===== src/rtl/sci_tx_pkg.sv =====
package sci_tx_pkg;

    localparam int FRAME_MAX = 11;
    localparam int LEN_W     = 4;

    // Control register, bit 7 first
    typedef struct packed {
        logic tie;   // 7 data-empty interrupt enable
        logic tcie;  // 6 complete interrupt enable
        logic rie;   // 5 receive interrupt enable (stored only)
        logic ilie;  // 4 idle-line interrupt enable (stored only)
        logic txon;  // 3 transmitter on
        logic rxon;  // 2 receiver on (stored only)
        logic rwu;   // 1 wake-up (stored only)
        logic brk;   // 0 send break (stored only)
    } ctl_t;

    typedef enum logic [1:0] {
        LD_NONE = 2'd0,
        LD_PRE  = 2'd1,
        LD_DATA = 2'd2
    } load_e;

    function automatic logic [LEN_W-1:0] seq_len(input logic nine);
        return nine ? LEN_W'(11) : LEN_W'(10);
    endfunction

    // Shift vector, bit 0 leaves first
    function automatic logic [FRAME_MAX-1:0] data_frame(
        input logic       nine,
        input logic       b8,
        input logic [7:0] d
    );
        logic [FRAME_MAX-1:0] v;
        v = {1'b1, (nine ? b8 : 1'b1), d, 1'b0};
        return v;
    endfunction

endpackage


===== src/rtl/sci_tx_baud.sv =====
module sci_tx_baud #(
    parameter int DIV = 4
) (
    input  logic clk,
    input  logic rst,
    input  logic run,
    input  logic restart,
    output logic tick,
    output logic phase_hi
);
    localparam int CW = (DIV > 2) ? $clog2(DIV) : 1;

    logic [CW-1:0] cnt;

    always_ff @(posedge clk) begin
        if (rst || !run || restart) begin
            cnt <= '0;
        end else if (cnt == CW'(DIV - 1)) begin
            cnt <= '0;
        end else begin
            cnt <= cnt + CW'(1);
        end
    end

    assign tick     = run && (cnt == CW'(DIV - 1));
    assign phase_hi = (cnt >= CW'(DIV / 2));

    // the last clock of a bit lies in the high half of the bit clock
    a_r11_tick_high_half: assert property (@(posedge clk) disable iff (rst)
        tick |-> phase_hi);

endmodule


===== src/rtl/sci_tx_engine.sv =====
module sci_tx_engine
    import sci_tx_pkg::*;
#(
    parameter int DIV = 4
) (
    input  logic                 clk,
    input  logic                 rst,
    input  load_e                load,
    input  logic [FRAME_MAX-1:0] vec,
    input  logic [LEN_W-1:0]     len,
    output logic                 busy,
    output logic                 fin,
    output logic                 bit_out,
    output logic                 phase_hi
);
    logic [FRAME_MAX-1:0] sh;
    logic [LEN_W-1:0]     idx;
    logic [LEN_W-1:0]     cur_len;
    logic                 tick;
    logic                 take;

    assign take = (load != LD_NONE);

    sci_tx_baud #(.DIV(DIV)) u_baud (
        .clk      (clk),
        .rst      (rst),
        .run      (busy),
        .restart  (take),
        .tick     (tick),
        .phase_hi (phase_hi)
    );

    assign fin     = tick && (idx == cur_len - LEN_W'(1));
    assign bit_out = sh[0];

    always_ff @(posedge clk) begin
        if (rst) begin
            busy    <= 1'b0;
            sh      <= '1;
            idx     <= '0;
            cur_len <= '0;
        end else if (take) begin
            busy    <= 1'b1;
            sh      <= vec;
            idx     <= '0;
            cur_len <= len;
        end else if (tick) begin
            if (fin) begin
                busy <= 1'b0;
            end else begin
                sh  <= {1'b1, sh[FRAME_MAX-1:1]};
                idx <= idx + LEN_W'(1);
            end
        end
    end

    // every frame and preamble ends on a high bit
    a_r6_last_bit_high: assert property (@(posedge clk) disable iff (rst)
        fin |-> bit_out);

endmodule


===== src/rtl/sci_tx_preamble.sv =====
module sci_tx_preamble
    import sci_tx_pkg::*;
#(
    parameter int DIV = 4
) (
    input  logic       clk,
    input  logic       rst,
    input  logic       bus_we,
    input  logic       bus_sel,
    input  logic [7:0] bus_wdata,
    input  logic       bus_wbit8,
    input  logic       fmt9,
    output logic [7:0] ctl_q,
    output logic       txd,
    output logic       txd_oe,
    output logic       sclk,
    output logic       sclk_oe,
    output logic       tdre,
    output logic       tc,
    output logic       irq_tx,
    output logic       irq_tc
);
    ctl_t                 ctl;
    logic [7:0]           hold_d;
    logic                 hold_b8;
    logic                 pend_pre;
    logic                 oe_q;
    logic                 busy, fin, bit_out, phase_hi;
    logic                 free;
    logic                 wr_ctl, wr_dat, on_rise;
    load_e                ld;
    logic [FRAME_MAX-1:0] vec;
    ctl_t                 ctl_new;

    assign wr_ctl  = bus_we && !bus_sel;
    assign wr_dat  = bus_we && bus_sel;
    assign ctl_new = ctl_t'(bus_wdata);
    assign on_rise = wr_ctl && ctl_new.txon && !ctl.txon;
    assign free    = !busy || fin;

    always_comb begin
        ld = LD_NONE;
        if (free && ctl.txon) begin
            if (pend_pre)   ld = LD_PRE;
            else if (!tdre) ld = LD_DATA;
        end
    end

    assign vec = (ld == LD_PRE) ? '1 : data_frame(fmt9, hold_b8, hold_d);

    sci_tx_engine #(.DIV(DIV)) u_eng (
        .clk      (clk),
        .rst      (rst),
        .load     (ld),
        .vec      (vec),
        .len      (seq_len(fmt9)),
        .busy     (busy),
        .fin      (fin),
        .bit_out  (bit_out),
        .phase_hi (phase_hi)
    );

    always_ff @(posedge clk) begin
        if (rst) begin
            ctl      <= '0;
            hold_d   <= '0;
            hold_b8  <= 1'b0;
            tdre     <= 1'b1;
            tc       <= 1'b1;
            pend_pre <= 1'b0;
            oe_q     <= 1'b0;
        end else begin
            if (wr_ctl) ctl <= ctl_new;
            if (wr_dat) begin
                hold_d  <= bus_wdata;
                hold_b8 <= bus_wbit8;
            end

            if (wr_dat)              tdre <= 1'b0;
            else if (ld == LD_DATA)  tdre <= 1'b1;

            if (wr_dat)                      tc <= 1'b0;
            else if (fin && ld == LD_NONE)   tc <= 1'b1;

            if (on_rise)                     pend_pre <= 1'b1;
            else if (ld == LD_PRE)           pend_pre <= 1'b0;
            else if (free && !ctl.txon)      pend_pre <= 1'b0;

            if (free) oe_q <= ctl.txon;
        end
    end

    assign ctl_q   = ctl;
    assign txd     = busy ? bit_out : 1'b1;
    assign sclk    = busy ? phase_hi : 1'b1;
    assign txd_oe  = oe_q;
    assign sclk_oe = oe_q;
    assign irq_tx  = tdre && ctl.tie;
    assign irq_tc  = tc && ctl.tcie;

    // a rising enable on an idle line starts the engine on the next edge
    a_r2_preamble_starts: assert property (@(posedge clk) disable iff (rst)
        ($rose(ctl.txon) && !busy) |=> busy);

    // a frame ending with the enable cleared releases the pins
    a_r4_release_after_frame: assert property (@(posedge clk) disable iff (rst)
        (fin && !ctl.txon) |=> !txd_oe);

    // pin enables hold while a bit sequence is mid-way
    a_r10_oe_frame_stable: assert property (@(posedge clk) disable iff (rst)
        (busy && !fin) |=> $stable(txd_oe));

    // moving data into the shifter empties the data register
    a_r7_empty_on_load: assert property (@(posedge clk) disable iff (rst)
        (ld == LD_DATA && !wr_dat) |=> tdre);

    // a data write clears the complete flag
    a_r8_write_clears_tc: assert property (@(posedge clk) disable iff (rst)
        wr_dat |=> !tc);

endmodule


===== config.mk =====
export PLATFORM = sky130hd
export DESIGN_NAME = sci_tx_preamble
export DESIGN_NICKNAME = d
export VERILOG_FILES = /design/src/rtl/sci_tx_pkg.sv /design/src/rtl/sci_tx_baud.sv /design/src/rtl/sci_tx_engine.sv /design/src/rtl/sci_tx_preamble.sv
export SDC_FILE = /design/constraint.sdc
export NUM_CORES = 1
export LEC_CHECK = 0
export CAP_MARGIN = 20
export CELL_PAD_IN_SITES_DETAIL_PLACEMENT = 1
export CELL_PAD_IN_SITES_GLOBAL_PLACEMENT = 2
export CORE_ASPECT_RATIO = 0.5
export CORE_MARGIN = 5
export CORE_UTILIZATION = 33
export DETAILED_ROUTE_END_ITERATION = 16
export PLACE_DENSITY_LB_ADDON = 0.1
export SKIP_LAST_GASP = 1
export SLEW_MARGIN = 20
export SYNTH_ARGS = -nofsm -noshare
export SYNTH_HDL_FRONTEND = slang
export SYNTH_SLANG_ARGS = --single-unit

===== constraint.sdc =====
create_clock -name clk -period 3.75 [get_ports clk]
set_input_delay 0.375 -clock clk [delete_from_list [all_inputs] [get_ports clk]]
set_output_delay 0.375 -clock clk [all_outputs]
set_load 0.02 [all_outputs]

* Yosys cells after proc, flatten, opt, wreduce, memory -nomap -nowiden
Cells that the tools add are included.
Storage, ports and cells: bits in registers 43, bits of input ports 14, output and inout bits 16
Cells by class: add/sub/neg operators 3, magnitude comparators 1, equality and inequality tests 5, muxes and demuxes 21, bitwise gates (word level) 1, reduce and logical (&&, ||, !) cells 29
Operator list (count):
- two-way mux 11 bit | 3
- two-way mux 1 bit | 14
- logical AND 1 bit | 11
- two-way mux 10 bit | 1
- nonzero test 2 bit | 5
- two-way mux 2 bit | 3
- AND reduction 2 bit | 3
- adder 4 x 1 -> 4 bit (second input constant) | 1
- == test 2 bit (second input constant) | 2
- == test 4 bit | 1
- OR reduction 2 bit | 2
- subtractor 4 x 1 -> 4 bit (second input constant) | 1
- zero test 1 bit | 3
- logical OR 1 bit | 3
- nonzero test 3 bit | 1
- adder 2 x 1 -> 2 bit (second input constant) | 1
- == test 2 x 1 -> 1 bit (second input constant) | 1
- >= comparator 2 bit (second input constant) | 1
- zero test 2 bit | 1
- != test 2 x 1 -> 1 bit (second input constant) | 1
- inverter 1 bit | 1

* Longest topological paths before layout
depth after elaboration 10, gate-level depth with buffers 8

* Hierarchy
Synthesis repeated with hierarchy kept, for this count alone.
Second synthesis, totals: cell total of the unflattened synthesis 289, area, all modules 2218.4 sq um
Modules (own cells, without submodules):
- sci_tx_engine | instances 1, cells an instance 161, area each 1229.9 sq um
- sci_tx_preamble | instances 1, cells an instance 118, area each 888.4 sq um
- sci_tx_baud | instances 1, cells an instance 10, area each 100.1 sq um

* Worst setup path before layout
Ideal clock, no wire load.
kind register to register, from register u_eng.cur_len[0], to register u_eng.sh[9], data arrival time 1.653 ns, setup slack 1.978 ns, stages on the path, launching flop included 9, path buffers 1, period minus slack after synthesis 1.772 ns, cells stage by stage dfxtp_1 > inv_1 > ha_1 > xor2_1 > and4_4 > a41oi_2 > buf_6 > nor3b_1 > o21bai_1
Between the ends: cells in the longest elaborated chain, start to end 9, elaborated cells on any way between the ends 13
RTL lines:
- start, declared | line sci_tx_engine.sv:18 | logic [LEN_W-1:0] cur_len;
- start signal, assigned | line sci_tx_engine.sv:46 | cur_len <= len;
- subtractor 4 x 1 -> 4 bit (*) | line sci_tx_engine.sv:33 | assign fin = tick && (idx == cur_len - LEN_W'(1));
- == test 4 bit (*) | line sci_tx_engine.sv:33
- logical AND 1 bit (*) | line sci_tx_engine.sv:33
- logical OR 1 bit | line sci_tx_preamble.sv:39 | assign free = !busy || fin;
- logical AND 1 bit | line sci_tx_preamble.sv:43 | if (free && ctl.txon) begin
- two-way mux 2 bit | line sci_tx_preamble.sv:43
- == test 2 x 1 -> 1 bit or nonzero test 2 bit (tied branches) | line sci_tx_preamble.sv:49, sci_tx_engine.sv:22
- two-way mux 10 bit (tied with other cells) | line sci_tx_preamble.sv:49 | assign vec = (ld == LD_PRE) ? '1 : data_frame(fmt9, hold_b8, hold_d);
- two-way mux 11 bit or AND reduction 2 bit (tied branches)
- end signal, assigned | line sci_tx_engine.sv:44 | sh <= vec;
- end signal, assigned | line sci_tx_engine.sv:51 | sh <= {1'b1, sh[FRAME_MAX-1:1]};
- end, declared | line sci_tx_engine.sv:16 | logic [FRAME_MAX-1:0] sh;
Every way passes the cells marked *; elsewhere a longest branch is shown, timed or not. A chain may end at the register's enable or synchronous reset.

* Worst setup path after layout
from register u_eng.cur_len[0], to register u_eng.sh[7]
The elaborated chain is that of the path after synthesis.

==> results.tsv <==
stage	metric	value	unit
synth	EDFF count, synth	0	
layout	final net count	254	
clock_tree	H-tree depth	2	
grt	initial antenna violation count	0	
synth	mapped cell area	0.00178	mm^2
synth	Post-Syn Instances	211	
layout	Antenna Cells	0	
worst_hold_path	Worst Hold End	ctl_q[2]$_SDFFE_PP0P_	
worst_setup_path	Worst Path Max Fanout	12	
clock_tree	TritonCTS Buffers	5	
routing	Vias per Instance	5.05	
worst_setup_path	r2r endpoint	u_eng.sh[7]$_SDFFE_PP1P_	
grt	first-pass GRT wire length	8.33	mm
worst_hold_path	Worst Hold Class	flip-flop to flip-flop	
worst_setup_path	Setup CP Type	flip-flop to flip-flop	
layout	area added between synthesis and finish	25.0	%
worst_hold_path	Hold Crit Depth	2	
run	Max Cap Viol	0	
clock_tree	Post-CTS Resized	0	
timing	final hold slack	0.464	ns
worst_setup_path	WP data arrival	2.73	ns
worst_setup_path	startpoint types	flip-flop	
synth	syn_nets	230	
synth	Synth async-reset ratio	0	
clock_tree	CTS Hold Buffers Added	0	
synth	post-synth cell types	40	
worst_setup_path	Worst EP required	3.97	ns
floorplan	Core Region	0.00507	mm^2
clock_tree	CTS Sinks	40	
floorplan	die area	0.00704	mm^2
grt	GR Overflow Total	0	
routing	Antenna Nets Post-Route	0	
synth	Synth area leaders	dfxtp_1 45%, nand2_1 9.7%, a21oi_1 7.9%	
grt	vias in the first global route	1647	
place	GPL Wtd Cong	0.746	
layout	Seq. cell area	801	um^2
floorplan	Die Y	61.9	um
timing	Worst Tran Pin Value	0.752	ns
worst_setup_path	CP Buf/Inv Count	1	
grt	largest net degree at the start of global routing	23	
layout	layout cells sized above 1	0.0593	
routing	DR vias	1545	
worst_setup_path	Worst path max stage delay	0.61	ns
layout	Multi-input gate area	887	um^2
routing	drt pass-1 iters	3	
clock_tree	CTS tree	built	
routing	Post-route DRC	0	
timing	crit path time final	2.51	ns
synth	top cell type's share of synthesized area	0.451	
routing	routed length per instance	15.8	um
worst_setup_path	Reg2Reg Depth	7	
routing	drt total wl	4.82	mm
timing	final-report hold violation count	0	
floorplan	num ports	30	
floorplan	die width	114	um
power	Pleak	0.823	nW
floorplan	Initial Util	0.351	
timing	post-route clock period utilization	0.670	
routing	Iteration-0 DRC Markers	62	
clock_tree	setup bufs post-CTS	0	
synth	ys flop type	dfxtp_1	
synth	leading area contributor after synthesis	dfxtp_1	
status	outcome	finished clean	
power	VDD IR-drop max	0.176	mV
synth	Ys Warns	0	
synth	register area share after synthesis	0.451	
timing	Max-slew headroom	0.495	
clock_tree	clock slew at reported path FFs	0.08	ns
timing	Worst Skew	0.00875	ns
worst_setup_path	CP max stage cell	a22oi_2	
timing	Fmax	398	MHz
timing	RSZ-0062 raised after global routing	false	
synth	syn avg cell area	8.42	um^2
timing	final number of setup-violating endpoints	0	
worst_hold_path	HP Start	ctl_q[2]$_SDFFE_PP0P_	
layout	fillers	629	
worst_setup_path	R2R setup slack	1.24	ns
grt	total track usage	0.153	
timing	pins over their slew limit	0	
place	IO buf count	29	
synth	most frequent cells after synthesis	46 x nand2_1, 40 x dfxtp_1, 28 x a21oi_1	
worst_setup_path	CP endpoint kind	flip-flop	
clock_tree	CTS Buffer Depth	2	
power	PD cells	412	mW/mm^2
worst_setup_path	critical path's top delay family	compound AO/OA/AOI/OAI gates	
clock_tree	Clk Latency, worst-skew pair	0.30	ns
timing	setup tns final	0	ns
worst_setup_path	CP Cell Sequence	inv_1 -> ha_1 -> xor2_1 -> nand4_1 -> a22oi_2 -> a311oi_1 -> a22oi_1	
floorplan	Site Rows	18	
synth	Seq cells post-synth	40	
worst_setup_path	RR Startpoint	u_eng.cur_len[0]$_SDFFE_PP0P_	
synth	most common cell in the netlist	nand2_1	
place	post-DP HPWL	3.47	mm
clock_tree	CTS Root Cell	clkbuf_8	
## worst max path at each step
| stage | start | to | slack [ns] | cells after the start |
|---|---|---|---|---|
| finish | u_eng.cur_len[0]$_SDFFE_PP0P_ | u_eng.sh[7]$_SDFFE_PP1P_ | 1.24 | 7 |
| global route | u_eng.cur_len[0]$_SDFFE_PP0P_ | u_eng.sh[7]$_SDFFE_PP1P_ | 0.95 | 7 |
| CTS | u_eng.cur_len[0]$_SDFFE_PP0P_ | u_eng.sh[7]$_SDFFE_PP1P_ | 1.19 | 7 |
| detailed placement | u_eng.cur_len[0]$_SDFFE_PP0P_ | u_eng.sh[7]$_SDFFE_PP1P_ | 1.21 | 7 |
| global placement | u_eng.cur_len[0]$_SDFFE_PP0P_ | u_eng.sh[7]$_SDFFE_PP1P_ | 1.42 | 7 |
| floorplan | u_eng.cur_len[0]$_SDFFE_PP0P_ | u_eng.sh[9]$_SDFFE_PP1P_ | 1.98 | 8 |
## metrics by stage
step / setup slack [ns] / power, W / util / instances / area, um^2
after floorplan: 1.98 / 0.000500 / - / 211 / 1780
after global placement: 1.42 / 0.000541 / 0.414 / 298 / 2100
after detailed placement: 1.21 / 0.000543 / 0.414 / 298 / 2100
after CTS: 1.19 / 0.000925 / 0.438 / 306 / 2220
after global routing: 0.950 / 0.000952 / 0.438 / 306 / 2220
final: 1.24 / 0.000915 / 0.438 / 306 / 2220
## registers in the layout, summed over array words and instances, names as in the netlist
register,count
u_eng.sh,10
ctl_q,8
hold_d,8
u_eng.idx,4
u_eng.cur_len,2
u_eng.u_baud.cnt,2
hold_b8,1
pend_pre,1
sclk_oe,1
tc,1
tdre,1
u_eng.busy,1
## cells by family after synthesis
group	count (synthesis)	share of synthesized area
fa+ha+maj	5	0.0352
mux	3	0.0169
flops	40	0.451
buf+inv	20	0.0500
xor+xnor	7	0.0345
simple gates	79	0.196
compound gates	57	0.216
## where the power goes
part	internal (W)	leakage [nW]	switching, W
Clock	0.000218	0.0614	0.000166
Combinational	0.0000385	0.436	0.0000439
Sequential	0.000437	0.326	0.0000118
## cells in the final DEF (no fill, tap or decap), types with 3 or more instances in the layout
cell type	instances
nand2_1	46
dfxtp_1	40
clkdlybuf4s50_1	29
a21oi_1	28
nor2_1	10
inv_1	7
nand3_1	7
xor2_1	6
a41oi_1	6
o2bb2ai_1	6
clkbuf_8	6
ha_1	5
and2_1	4
mux2i_1	3
## worst register-to-register path: stages (launching register included)
cell,delay (ns)
dfxtp_1,0.42
inv_1,0.07
ha_1,0.30
xor2_1,0.19
nand4_1,0.48
a22oi_2,0.61
a311oi_1,0.14
a22oi_1,0.22
## layout make-up
type,count,area share
tap,70,0.0394
sequential,40,0.361
clock buffer,6,0.0372
inverter,7,0.0118
clock inverter,2,0.0175
multi-input combinational,151,0.399
timing repair buffer,30,0.134
## metal layers
layer / routed length [um] / vias up / share of wire / track usage
li1: - / 782 / - / -
met1: 2600 / 733 / 0.54 / 0.214
met2: 2010 / 23 / 0.42 / 0.234
met3: 161 / 7 / 0.033 / 0.0397
met4: 56 / 0 / 0.012 / 0.0457
met5: 0 / - / 0 / 0
Power figures use the tool's default switching activity.
